--- config.mk ---
export PLATFORM = sky130hd
export DESIGN_NAME = sleep_power_sequencer
export DESIGN_NICKNAME = d
export VERILOG_FILES = /design/src/rtl/sleep_seq_pkg.sv /design/src/rtl/sleep_req_filter.sv /design/src/rtl/sleep_entry_timer.sv /design/src/rtl/sleep_state_fsm.sv /design/src/rtl/rail_enable_decode.sv /design/src/rtl/sleep_power_sequencer.sv
export SDC_FILE = /design/constraint.sdc
export NUM_CORES = 1
export LEC_CHECK = 0
export BUFFER_PORTS_ARGS = -buffer_cell sky130_fd_sc_hd__buf_2
export CAP_MARGIN = 15
export CORE_MARGIN = 5
export CORE_UTILIZATION = 45
export DETAILED_ROUTE_END_ITERATION = 12
export PLACE_DENSITY = 0.66
export SYNTH_ARGS = -nofsm -noshare
export SYNTH_HDL_FRONTEND = slang
export SYNTH_HIERARCHICAL = 1
export SYNTH_SLANG_ARGS = --single-unit
--- constraint.sdc ---
create_clock -name clk -period 2.3 [get_ports clk]
set_input_delay 0.575 -clock clk [delete_from_list [all_inputs] [get_ports clk]]
set_output_delay 0.575 -clock clk [all_outputs]
set_load 0.01 [all_outputs]
--- src/rtl/sleep_seq_pkg.sv ---
package sleep_seq_pkg;

    typedef enum logic [1:0] {
        SQ_RUN = 2'd0,
        SQ_ARM = 2'd1,
        SQ_RAM = 2'd2,
        SQ_OFF = 2'd3
    } seq_state_t;

    localparam logic [1:0] RPT_ACTIVE  = 2'b00;
    localparam logic [1:0] RPT_SUSPEND = 2'b01;
    localparam logic [1:0] RPT_SOFTOFF = 2'b10;

endpackage

--- src/rtl/sleep_req_filter.sv ---
module sleep_req_filter #(
    parameter int STABLE_CYC = 2
) (
    input  logic clk,
    input  logic rst_n,
    input  logic raw_i,
    output logic clean_o
);
    localparam int CW = (STABLE_CYC > 1) ? $clog2(STABLE_CYC) : 1;
    localparam logic [CW-1:0] LAST = CW'(STABLE_CYC - 1);

    logic [CW-1:0] run_q;

    // Output flips only once the new level has been seen on STABLE_CYC edges in a row.
    always_ff @(posedge clk or negedge rst_n) begin
        if (!rst_n) begin
            clean_o <= 1'b0;
            run_q   <= '0;
        end else if (raw_i != clean_o) begin
            if (run_q == LAST) begin
                clean_o <= raw_i;
                run_q   <= '0;
            end else begin
                run_q <= run_q + 1'b1;
            end
        end else begin
            run_q <= '0;
        end
    end
endmodule

--- src/rtl/sleep_entry_timer.sv ---
module sleep_entry_timer #(
    parameter int DELAY_CYC = 200
) (
    input  logic clk,
    input  logic rst_n,
    input  logic run_i,
    output logic expire_o
);
    localparam int CW = (DELAY_CYC > 1) ? $clog2(DELAY_CYC) : 1;
    localparam logic [CW-1:0] LAST = CW'(DELAY_CYC - 1);

    logic [CW-1:0] cnt_q;

    always_ff @(posedge clk or negedge rst_n) begin
        if (!rst_n) begin
            cnt_q <= '0;
        end else if (!run_i) begin
            cnt_q <= '0;
        end else if (cnt_q != LAST) begin
            cnt_q <= cnt_q + 1'b1;
        end
    end

    assign expire_o = run_i && (cnt_q == LAST);
endmodule

--- src/rtl/sleep_state_fsm.sv ---
module sleep_state_fsm
    import sleep_seq_pkg::*;
(
    input  logic       clk,
    input  logic       rst_n,
    input  logic       s3_f_i,
    input  logic       s5_f_i,
    input  logic       expire_i,
    output seq_state_t st_o,
    output logic       arm_o
);
    seq_state_t st_q, st_d;
    logic both_hi, both_lo;

    assign both_hi = s3_f_i && s5_f_i;
    assign both_lo = !s3_f_i && !s5_f_i;

    always_ff @(posedge clk or negedge rst_n) begin
        if (!rst_n) st_q <= SQ_OFF;
        else        st_q <= st_d;
    end

    always_comb begin
        st_d = st_q;
        unique case (st_q)
            SQ_RUN: begin
                if (!s3_f_i) st_d = SQ_ARM;          // arm
            end
            SQ_ARM: begin
                if (s3_f_i)        st_d = SQ_RUN;    // cancel
                else if (expire_i) st_d = s5_f_i ? SQ_RAM : SQ_OFF;
            end
            SQ_RAM: begin
                if (both_hi)      st_d = SQ_RUN;     // wake
                else if (both_lo) st_d = SQ_OFF;     // deepen
            end
            SQ_OFF: begin
                if (both_hi) st_d = SQ_RUN;          // wake; S3 request ignored
            end
            default: st_d = SQ_OFF;
        endcase
    end

    assign st_o  = st_q;
    assign arm_o = (st_q == SQ_ARM);
endmodule

--- src/rtl/rail_enable_decode.sv ---
module rail_enable_decode
    import sleep_seq_pkg::*;
(
    input  seq_state_t st_i,
    input  logic       strap_en5_i,
    input  logic       strap_lan_i,
    input  logic       main_good_i,
    output logic [1:0] state_o,
    output logic       en_5vdual_o,
    output logic       sel_3v3_main_o,
    output logic       en_vout1_o,
    output logic       en_1v2_o
);
    always_comb begin
        unique case (st_i)
            SQ_RUN, SQ_ARM: begin
                state_o        = RPT_ACTIVE;
                en_5vdual_o    = 1'b1;
                sel_3v3_main_o = main_good_i;
                en_vout1_o     = 1'b1;
                en_1v2_o       = 1'b1;
            end
            SQ_RAM: begin
                state_o        = RPT_SUSPEND;
                en_5vdual_o    = 1'b1;
                sel_3v3_main_o = 1'b0;
                en_vout1_o     = strap_lan_i;
                en_1v2_o       = 1'b0;
            end
            default: begin
                state_o        = RPT_SOFTOFF;
                en_5vdual_o    = strap_en5_i;
                sel_3v3_main_o = 1'b0;
                en_vout1_o     = strap_lan_i;
                en_1v2_o       = 1'b0;
            end
        endcase
    end
endmodule

--- src/rtl/sleep_power_sequencer.sv ---
module sleep_power_sequencer
    import sleep_seq_pkg::*;
#(
    parameter int CLK_HZ   = 1_000_000,
    parameter int FILT_US  = 2,
    parameter int DELAY_US = 200
) (
    input  logic       clk,
    input  logic       rst_n,
    input  logic       req_s3_i,
    input  logic       req_s5_i,
    input  logic       strap_en5_i,
    input  logic       strap_lan_i,
    input  logic       main_good_i,
    output logic [1:0] state_o,
    output logic       en_5vdual_o,
    output logic       sel_3v3_main_o,
    output logic       en_vout1_o,
    output logic       en_1v2_o
);
    localparam int CYC_PER_US = CLK_HZ / 1_000_000;
    localparam int FILT_RAW   = CYC_PER_US * FILT_US;
    localparam int DELAY_RAW  = CYC_PER_US * DELAY_US;
    localparam int FILT_CYC   = (FILT_RAW  < 1) ? 1 : FILT_RAW;
    localparam int DELAY_CYC  = (DELAY_RAW < 1) ? 1 : DELAY_RAW;
    localparam int NREQ       = 2;

    logic [NREQ-1:0] req_raw, req_f;
    logic s3_f, s5_f;
    logic arm, expire;
    seq_state_t st;

    assign req_raw = {req_s5_i, req_s3_i};

    for (genvar gi = 0; gi < NREQ; gi++) begin : g_filt
        sleep_req_filter #(.STABLE_CYC(FILT_CYC)) u_filt (
            .clk     (clk),
            .rst_n   (rst_n),
            .raw_i   (req_raw[gi]),
            .clean_o (req_f[gi])
        );
    end

    assign s3_f = req_f[0];
    assign s5_f = req_f[1];

    sleep_entry_timer #(.DELAY_CYC(DELAY_CYC)) u_timer (
        .clk      (clk),
        .rst_n    (rst_n),
        .run_i    (arm),
        .expire_o (expire)
    );

    sleep_state_fsm u_fsm (
        .clk      (clk),
        .rst_n    (rst_n),
        .s3_f_i   (s3_f),
        .s5_f_i   (s5_f),
        .expire_i (expire),
        .st_o     (st),
        .arm_o    (arm)
    );

    rail_enable_decode u_dec (
        .st_i           (st),
        .strap_en5_i    (strap_en5_i),
        .strap_lan_i    (strap_lan_i),
        .main_good_i    (main_good_i),
        .state_o        (state_o),
        .en_5vdual_o    (en_5vdual_o),
        .sel_3v3_main_o (sel_3v3_main_o),
        .en_vout1_o     (en_vout1_o),
        .en_1v2_o       (en_1v2_o)
    );
endmodule

==> results.py, run 1 <==
metrics = {
    "outcome": {
        "status": "finished, final reports clean",
    },
    "clock_network": {
        "cts_tree": "yes",
        "root_buffer": "clkbuf_4",
        "h-tree-depth": 1,
        "numCtsBuffers": 3,
        "clk_pin_slew_worst_paths_ps": 90,
        "cts_buffer_depth": 2,
        "cts_hold_buffers": 0,
        "insertion_delay_ps": 280,
        "post_cts_buffers": 0,
        "cts_resized": 0,
        "cts_num_sinks": 14,
    },
    "floorplan": {
        "die_w_um": 51.4,
        "die_y_um": 51.4,
        "pin_count": 13,
        "core_area_um2": 1670,
        "row_count": 15,
        "dieArea_um2": 2640,
        "initial_core_util_pct": 46.2,
    },
    "sta": {
        "timing.final.max_slew_violations": 0,
        "finalCriticalPeriod_ps": 1760,
        "finalSetupViolCount": 0,
        "slew_headroom_pct": 79.3,
        "whs_ps": 164,
        "fmax_mhz": 568,
        "tightest_slew_ps": 311,
        "fin_ws_ps": 541,
        "finalCritPeriodShare_pct": 76.5,
        "fin_skew_ps": 6.01,
        "hold_viol_final": 0,
        "finalSetupTns_ps": 0,
        "rsz0062_at_grt": "false",
    },
    "power_and_ir_drop": {
        "p_int_mw": 0.582,
        "swShare_pct": 33.8,
        "seq_power_share_pct": 46.6,
        "leakagePower_nw": 0.411,
        "power_density_nw_per_um2": 984,
        "clkPwrFrac_pct": 20.5,
        "ir_drop_mv": 0.584,
        "comb_power_share_pct": 32.9,
        "p_sw_mw": 0.297,
    },
    "placed_design": {
        "pre_cts_slack_ps": 693,
        "numPortBuffers": 12,
        "place_congestion": 0.758,
        "place_hpwl_um": 1000,
    },
    "yosys": {
        "synth_fp_nets": 83,
        "synth-seq-cells": 14,
        "synth_seq_area_share_pct": 45.7,
        "syn_avg_cell_area_um2": 10.7,
        "synth.distinct_cells": 29,
        "syn_inst": 72,
        "synthTopCellsByArea": "dfrtp_1 (39%), dfstp_2 (6.8%), ha_1 (6.5%), mux2i_1 (5.2%), xnor2_1 (4.5%)",
        "synth_edf_count": 0,
        "yosysMostFrequentCell": "dfrtp_1",
        "syn_area_um2": 772,
        "synth_ff_type": "dfrtp_1",
        "synthArstFlopShare_pct": 100,
        "synth_top_area_share_pct": 38.9,
        "synth_top_cell_by_area": "dfrtp_1",
        "synth_common_cells": "dfrtp_1 (12), nand2_1 (7)",
        "ys.warnings.count": 6,
    },
    "global_routing": {
        "grt_first_pass_wirelength_um": 2170,
        "overflow": 0,
        "antenna_found_initial": 0,
        "grtUsageTotal_pct": 11.5,
        "grt_max_degree": 15,
        "grt_pass1_vias": 497,
    },
    "routing": {
        "num_vias": 569,
        "drc": 0,
        "drt_iter0_markers": 18,
        "first_pass_iters": 4,
        "ant_nets": 0,
        "wl_per_cell_um": 12.4,
        "via_per_inst": 5.42,
        "totalWireLength_um": 1300,
    },
    "setup_path": {
        "crit_fanout": 10,
        "rr_worst_depth": 6,
        "reg2reg_slack_ps": 690,
        "crit_required_ps": 1730,
        "crit_path_end_kind": "output pin",
        "arrival_ps": 1180,
        "start_kind": "register",
        "critPathKind": "reg2out",
    },
    "cells_and_area": {
        "area_growth_pct": 15.7,
        "fin_nets": 100,
        "num_antenna_cells": 0,
        "drive_gt1_share_pct": 28.4,
    },
    "run": {
        "max-cap-violations": 0,
    },
    "min_path": {
        "hp-class": "in2async",
    },
}
-- worst max-delay path, stage by stage, from the launching register on --
cell and delay (ps):
dfstp_2 640, and2_1 140, buf_2 120
-- cell usage in the layout (no fill, tap or decap), drive strengths merged, types with 3 or more instances in the layout --
| master | synthesis | final |
|---|---|---|
| dfrtp | 12 | 12 |
| and2 | 3 | 3 |
| mux2i | 4 | 4 |
| xnor2 | 4 | 4 |
| buf | 0 | 13 |
| nand3 | 3 | 3 |
| inv | 4 | 4 |
| clkbuf | 1 | 4 |
| ha | 4 | 4 |
| o21ai | 5 | 5 |
| nand2b | 3 | 3 |
| nand2 | 7 | 7 |
-- power by group through the flow --
stage,clock network (mW),logic (mW),registers (mW)
floorplan,0,0.232,0.394
detailed placement,0,0.292,0.416
finish,0.180,0.289,0.410
CTS,0.185,0.294,0.410
global route,0.198,0.329,0.425
global placement,0,0.283,0.407
-- path summary, 6_finish.rpt --
| kind | start | end |
|---|---|---|
| min in group clk | g_filt[1].u_filt/run_q | g_filt[1].u_filt/run_q |
| max in group asynchronous | rst_n | u_fsm/st_o[0] |
| hold reg to reg | g_filt[1].u_filt/run_q | g_filt[1].u_filt/run_q |
| setup / recovery | u_fsm/st_o[1] | state_o[1] |
| hold / removal | rst_n | g_filt[0].u_filt/run_q |
| setup reg to reg | u_timer/cnt_q[0] | u_fsm/st_o[0] |
-- per-stage QoR --
step | area [µm²] | std cells | power, mW | utilization, %
6_report | 893 | 105 | 0.879 | 53.5
5_1_grt | 893 | 105 | 0.952 | 53.5
4_1_cts | 893 | 105 | 0.888 | 53.5
3_5_place_dp | 857 | 101 | 0.707 | 51.3
3_3_place_gp | 857 | 101 | 0.689 | 51.3
2_1_floorplan | 772 | 72 | 0.625 | -
-- flip-flops by register name, summed over array words and instances, names as in the netlist --
name,flops
u_timer/cnt_q,8
g_filt.u_filt/clean_o,2
u_fsm/st_o,2
g_filt.u_filt/run_q,2
-- routing by layer --
layer	wire length (µm)	global-route usage [%]
met3	76	3.50
met4	23	7.86
met2	585	18.0
met5	0	0
met1	611	13.4
-- cell families (layout without fill, tap and decap cells) --
family,after synthesis,after routing,synth area share (%)
muxes,6,6,9.08
adders and majority gates,4,4,6.48
and+or+nand+nor,29,29,22.5
xor gates and xnor gates,4,4,4.54
AOI/OAI and AO/OA,10,10,9.24
DFF,14,14,45.7
buffers and inverters,5,21,2.43
-- layout make-up --
cell class / instances / area, µm²
timing repair buffer: 13 / 67.6
tap: 17 / 21.3
sequential: 14 / 353
clock buffer: 4 / 36.3
multi-input combinational: 53 / 400
fill: 149 / 777
inverter: 4 / 15.0
No activity file was read; power rests on OpenSTA's default activity.
==> run 2: changes to the inputs <==
--- a/config.mk
+++ b/config.mk
@@ -5,12 +5,13 @@
 export SDC_FILE = /design/constraint.sdc
 export NUM_CORES = 1
 export LEC_CHECK = 0
+export ABC_AREA = 1
 export BUFFER_PORTS_ARGS = -buffer_cell sky130_fd_sc_hd__buf_2
 export CAP_MARGIN = 15
 export CORE_MARGIN = 5
 export CORE_UTILIZATION = 45
 export DETAILED_ROUTE_END_ITERATION = 12
-export PLACE_DENSITY = 0.66
+export PLACE_DENSITY = 0.65
 export SYNTH_ARGS = -nofsm -noshare
 export SYNTH_HDL_FRONTEND = slang
 export SYNTH_HIERARCHICAL = 1
==> constraint.sdc (replaced) <==
create_clock -name clk -period 1.7 [get_ports clk]
set_input_delay 0.425 -clock clk [delete_from_list [all_inputs] [get_ports clk]]
set_output_delay 0.425 -clock clk [all_outputs]
set_load 0.01 [all_outputs]
==> run 2 against run 1 <==
Compared with the run above: clock skew decreased by 3.0 ps; via count is 42% higher; area after synthesis grew 16%; design area increased by 16%; critical path type unchanged; wire length up 26%; first-iteration DRC count is 44% lower; total power up 69%; largest power group is now combinational cells; critical path depth increased by 1; synthesized cell count grew 81%; register-to-register slack got worse by 470 ps; final cell count rose by 66%.
==> results.py, run 2 <==
metrics = {
    "yosys": {
        "synth_seq_area_share_pct": 39.5,
        "syn_avg_cell_area_um2": 6.87,
        "syn_inst": 130,
        "synth_common_cells": "nand2_1 (39), inv_1 (18), nor2_1 (18)",
        "synth_compound_area_share_pct": 4.48,
        "synthTopCellsByArea": "dfrtp_1 (34%), nand2_1 (16%), inv_1 (7.6%), nor2_1 (7.6%), nand3_1 (7.3%)",
        "yosys.area_share.simple_pct": 39.6,
        "synth.area.mux_share_pct": 0,
        "synth_ff_type": "dfrtp_1",
        "yosysMostFrequentCell": "nand2_1",
        "synth_top_family_by_area": "simple AND/OR/NAND/NOR gates",
        "syn_area_um2": 893,
        "synthAdderAreaFrac_pct": 5.60,
        "synth_top_area_share_pct": 33.6,
        "synth_fp_nets": 141,
        "ys.warnings.count": 6,
        "synth.distinct_cells": 19,
        "synth_edf_count": 0,
        "synthXorXnorAreaFrac_pct": 0.980,
        "synth_top_cell_by_area": "dfrtp_1",
        "synth-seq-cells": 14,
        "synthArstFlopShare_pct": 100,
    },
    "setup_path": {
        "critPathKind": "reg2out",
        "crit_path_end_kind": "output pin",
        "arrival_ps": 1110,
        "path_cells": "nand2_1 > inv_1 > buf_2",
        "start_kind": "register",
        "crit_required_ps": 1270,
        "reg2reg_slack_ps": 220,
        "max_stage_delay_ps": 610,
        "cp_slowest_cell": "dfstp_2",
        "crit_fanout": 7,
        "critPathBufInv": 2,
        "crit_family": "flip-flops",
    },
    "cells_and_area": {
        "drive_gt1_share_pct": 23.8,
        "regMostFlops": "u_timer/cnt_q",
        "largest_reg_flops": 8,
        "multi_input_area_um2": 453,
        "fin_nets": 159,
        "area_growth_pct": 15.7,
        "seqCellArea_um2": 353,
        "layout_commonest_cell": "nand2_1",
        "most-common-layout-cells": "nand2_1 (39), nor2_1 (18), inv_1 (18), nand3_1 (13)",
        "fill_cells": 212,
        "num_antenna_cells": 0,
    },
    "clock_network": {
        "insertion_delay_ps": 280,
        "clk_pin_slew_worst_paths_ps": 90,
        "cts_buffer_depth": 2,
        "h-tree-depth": 1,
        "cts_hold_buffers": 0,
        "cts_num_sinks": 14,
        "numCtsBuffers": 3,
        "root_buffer": "clkbuf_4",
        "cts_tree": "yes",
    },
    "floorplan": {
        "pin_count": 13,
        "initial_core_util_pct": 46.5,
        "die_w_um": 54.6,
        "die_y_um": 54.6,
        "dieArea_um2": 2980,
        "core_area_um2": 1920,
        "row_count": 16,
    },
    "routing": {
        "via_per_inst": 4.64,
        "drt_iter0_markers": 10,
        "drc": 0,
        "wl_per_cell_um": 9.43,
        "num_vias": 807,
        "first_pass_iters": 4,
        "totalWireLength_um": 1640,
        "ant_nets": 0,
    },
    "sta": {
        "tightest_slew_ps": 317,
        "timing.final.max_slew_violations": 0,
        "finalCriticalPeriod_ps": 1540,
        "finalSetupTns_ps": 0,
        "finalSetupViolCount": 0,
        "rsz0062_at_grt": "false",
        "fmax_mhz": 650,
        "fin_skew_ps": 3.05,
        "slew_headroom_pct": 78.9,
        "finalCritPeriodShare_pct": 90.5,
        "hold_viol_final": 0,
    },
    "outcome": {
        "status": "finished, final reports clean",
    },
    "min_path": {
        "hp-class": "in2async",
    },
    "power_and_ir_drop": {
        "power_mw": 1.49,
        "ir_drop_mv": 0.950,
        "seq_power_share_pct": 38.3,
        "swShare_pct": 42.8,
        "power_density_nw_per_um2": 1440,
        "p_int_mw": 0.852,
        "leakagePower_nw": 0.547,
        "clkPwrFrac_pct": 16.2,
        "comb_power_share_pct": 45.6,
        "p_sw_mw": 0.638,
    },
    "global_routing": {
        "grt_pass1_vias": 752,
        "antenna_found_initial": 0,
        "grt_first_pass_wirelength_um": 2930,
        "overflow": 0,
        "grtUsageTotal_pct": 13.6,
        "grt_max_degree": 15,
    },
    "run": {
        "max-cap-violations": 0,
    },
    "placed_design": {
        "numPortBuffers": 12,
        "place_congestion": 0.846,
        "place_hpwl_um": 1330,
    },
}
[run 2: cell types whose count changed in the layout (fill, tap and decap cells not counted), moves of 5 or more]
cell / change
nor2_1: +16
nand3_1: +11
nand2_1: +32
inv_1: +14
nor2_2: +5
[run 2: through the flow]
| stage | area (µm²) | instances | hold slack [ps] | util (%) | worst slack, ps |
|---|---|---|---|---|---|
| 4_1_cts | 1030 | 173 | 28.6 | 53.4 | 72.6 |
| 6_report | 1030 | 174 | 25.0 | 53.8 | 161 |
| 2_1_floorplan | 893 | 130 | 129 | - | 231 |
| 3_3_place_gp | 990 | 169 | 336 | 51.5 | 294 |
| 5_1_grt | 1030 | 174 | 26.5 | 53.8 | 61.0 |
| 3_5_place_dp | 990 | 169 | 341 | 51.5 | 240 |
[run 2: cell type report]
type                            instances  share of cell area [%]
Tap cell                               27                    3.27
Clock buffer                            4                    3.51
Inverter                               22                    7.99
Timing Repair Buffer                   14                    7.26
Multi-Input combinational cell         93                    43.8
Sequential cell                        14                    34.1
[run 2: cell families after synthesis]
| family | after synthesis |
|---|---|
| buf+inv | 23 |
| compound gates | 7 |
| fa+ha+maj | 4 |
| simple gates | 81 |
| xor+xnor | 1 |
| flops | 14 |
[run 2: worst paths after layout]
kind / cells after the start / start / to
max: 3 / u_fsm/st_o[0] / state_o[1]
min: 1 / rst_n / u_timer/cnt_q[6]
max reg2reg: 11 / u_timer/cnt_q[0] / u_fsm/st_o[0]
min reg2reg: 2 / g_filt[1].u_filt/run_q / g_filt[1].u_filt/clean_o
max in group asynchronous: 1 / rst_n / u_fsm/st_o[1]
min in group clk: 3 / req_s3_i / g_filt[0].u_filt/clean_o
[run 2: power groups by stage]
stage	clock (mW)	sequential (mW)	combinational, mW
2_1_floorplan	0	0.561	0.505
3_3_place_gp	0	0.589	0.638
3_5_place_dp	0	0.598	0.657
4_1_cts	0.252	0.592	0.658
5_1_grt	0.272	0.589	0.805
6_report	0.241	0.570	0.679
[run 2: layer usage]
| metal | track usage [%] | vias to the layer above | share of wire (%) |
|---|---|---|---|
| met1 | 15.8 | 370 | 45 |
| met2 | 23.9 | 4 | 52 |
| met4 | 6.22 | 0 | 0.61 |
| met3 | 2.45 | 2 | 2.3 |
| met5 | 0 | - | 0 |
| li1 | - | 431 | - |
[run 2: what timing repair did]
| item | 4_1_cts | 5_1_grt |
|---|---|---|
| setup endpoints to repair | 0 | 1 |
| resized for setup | 0 | 0 |
| setup buffers | 0 | 1 |
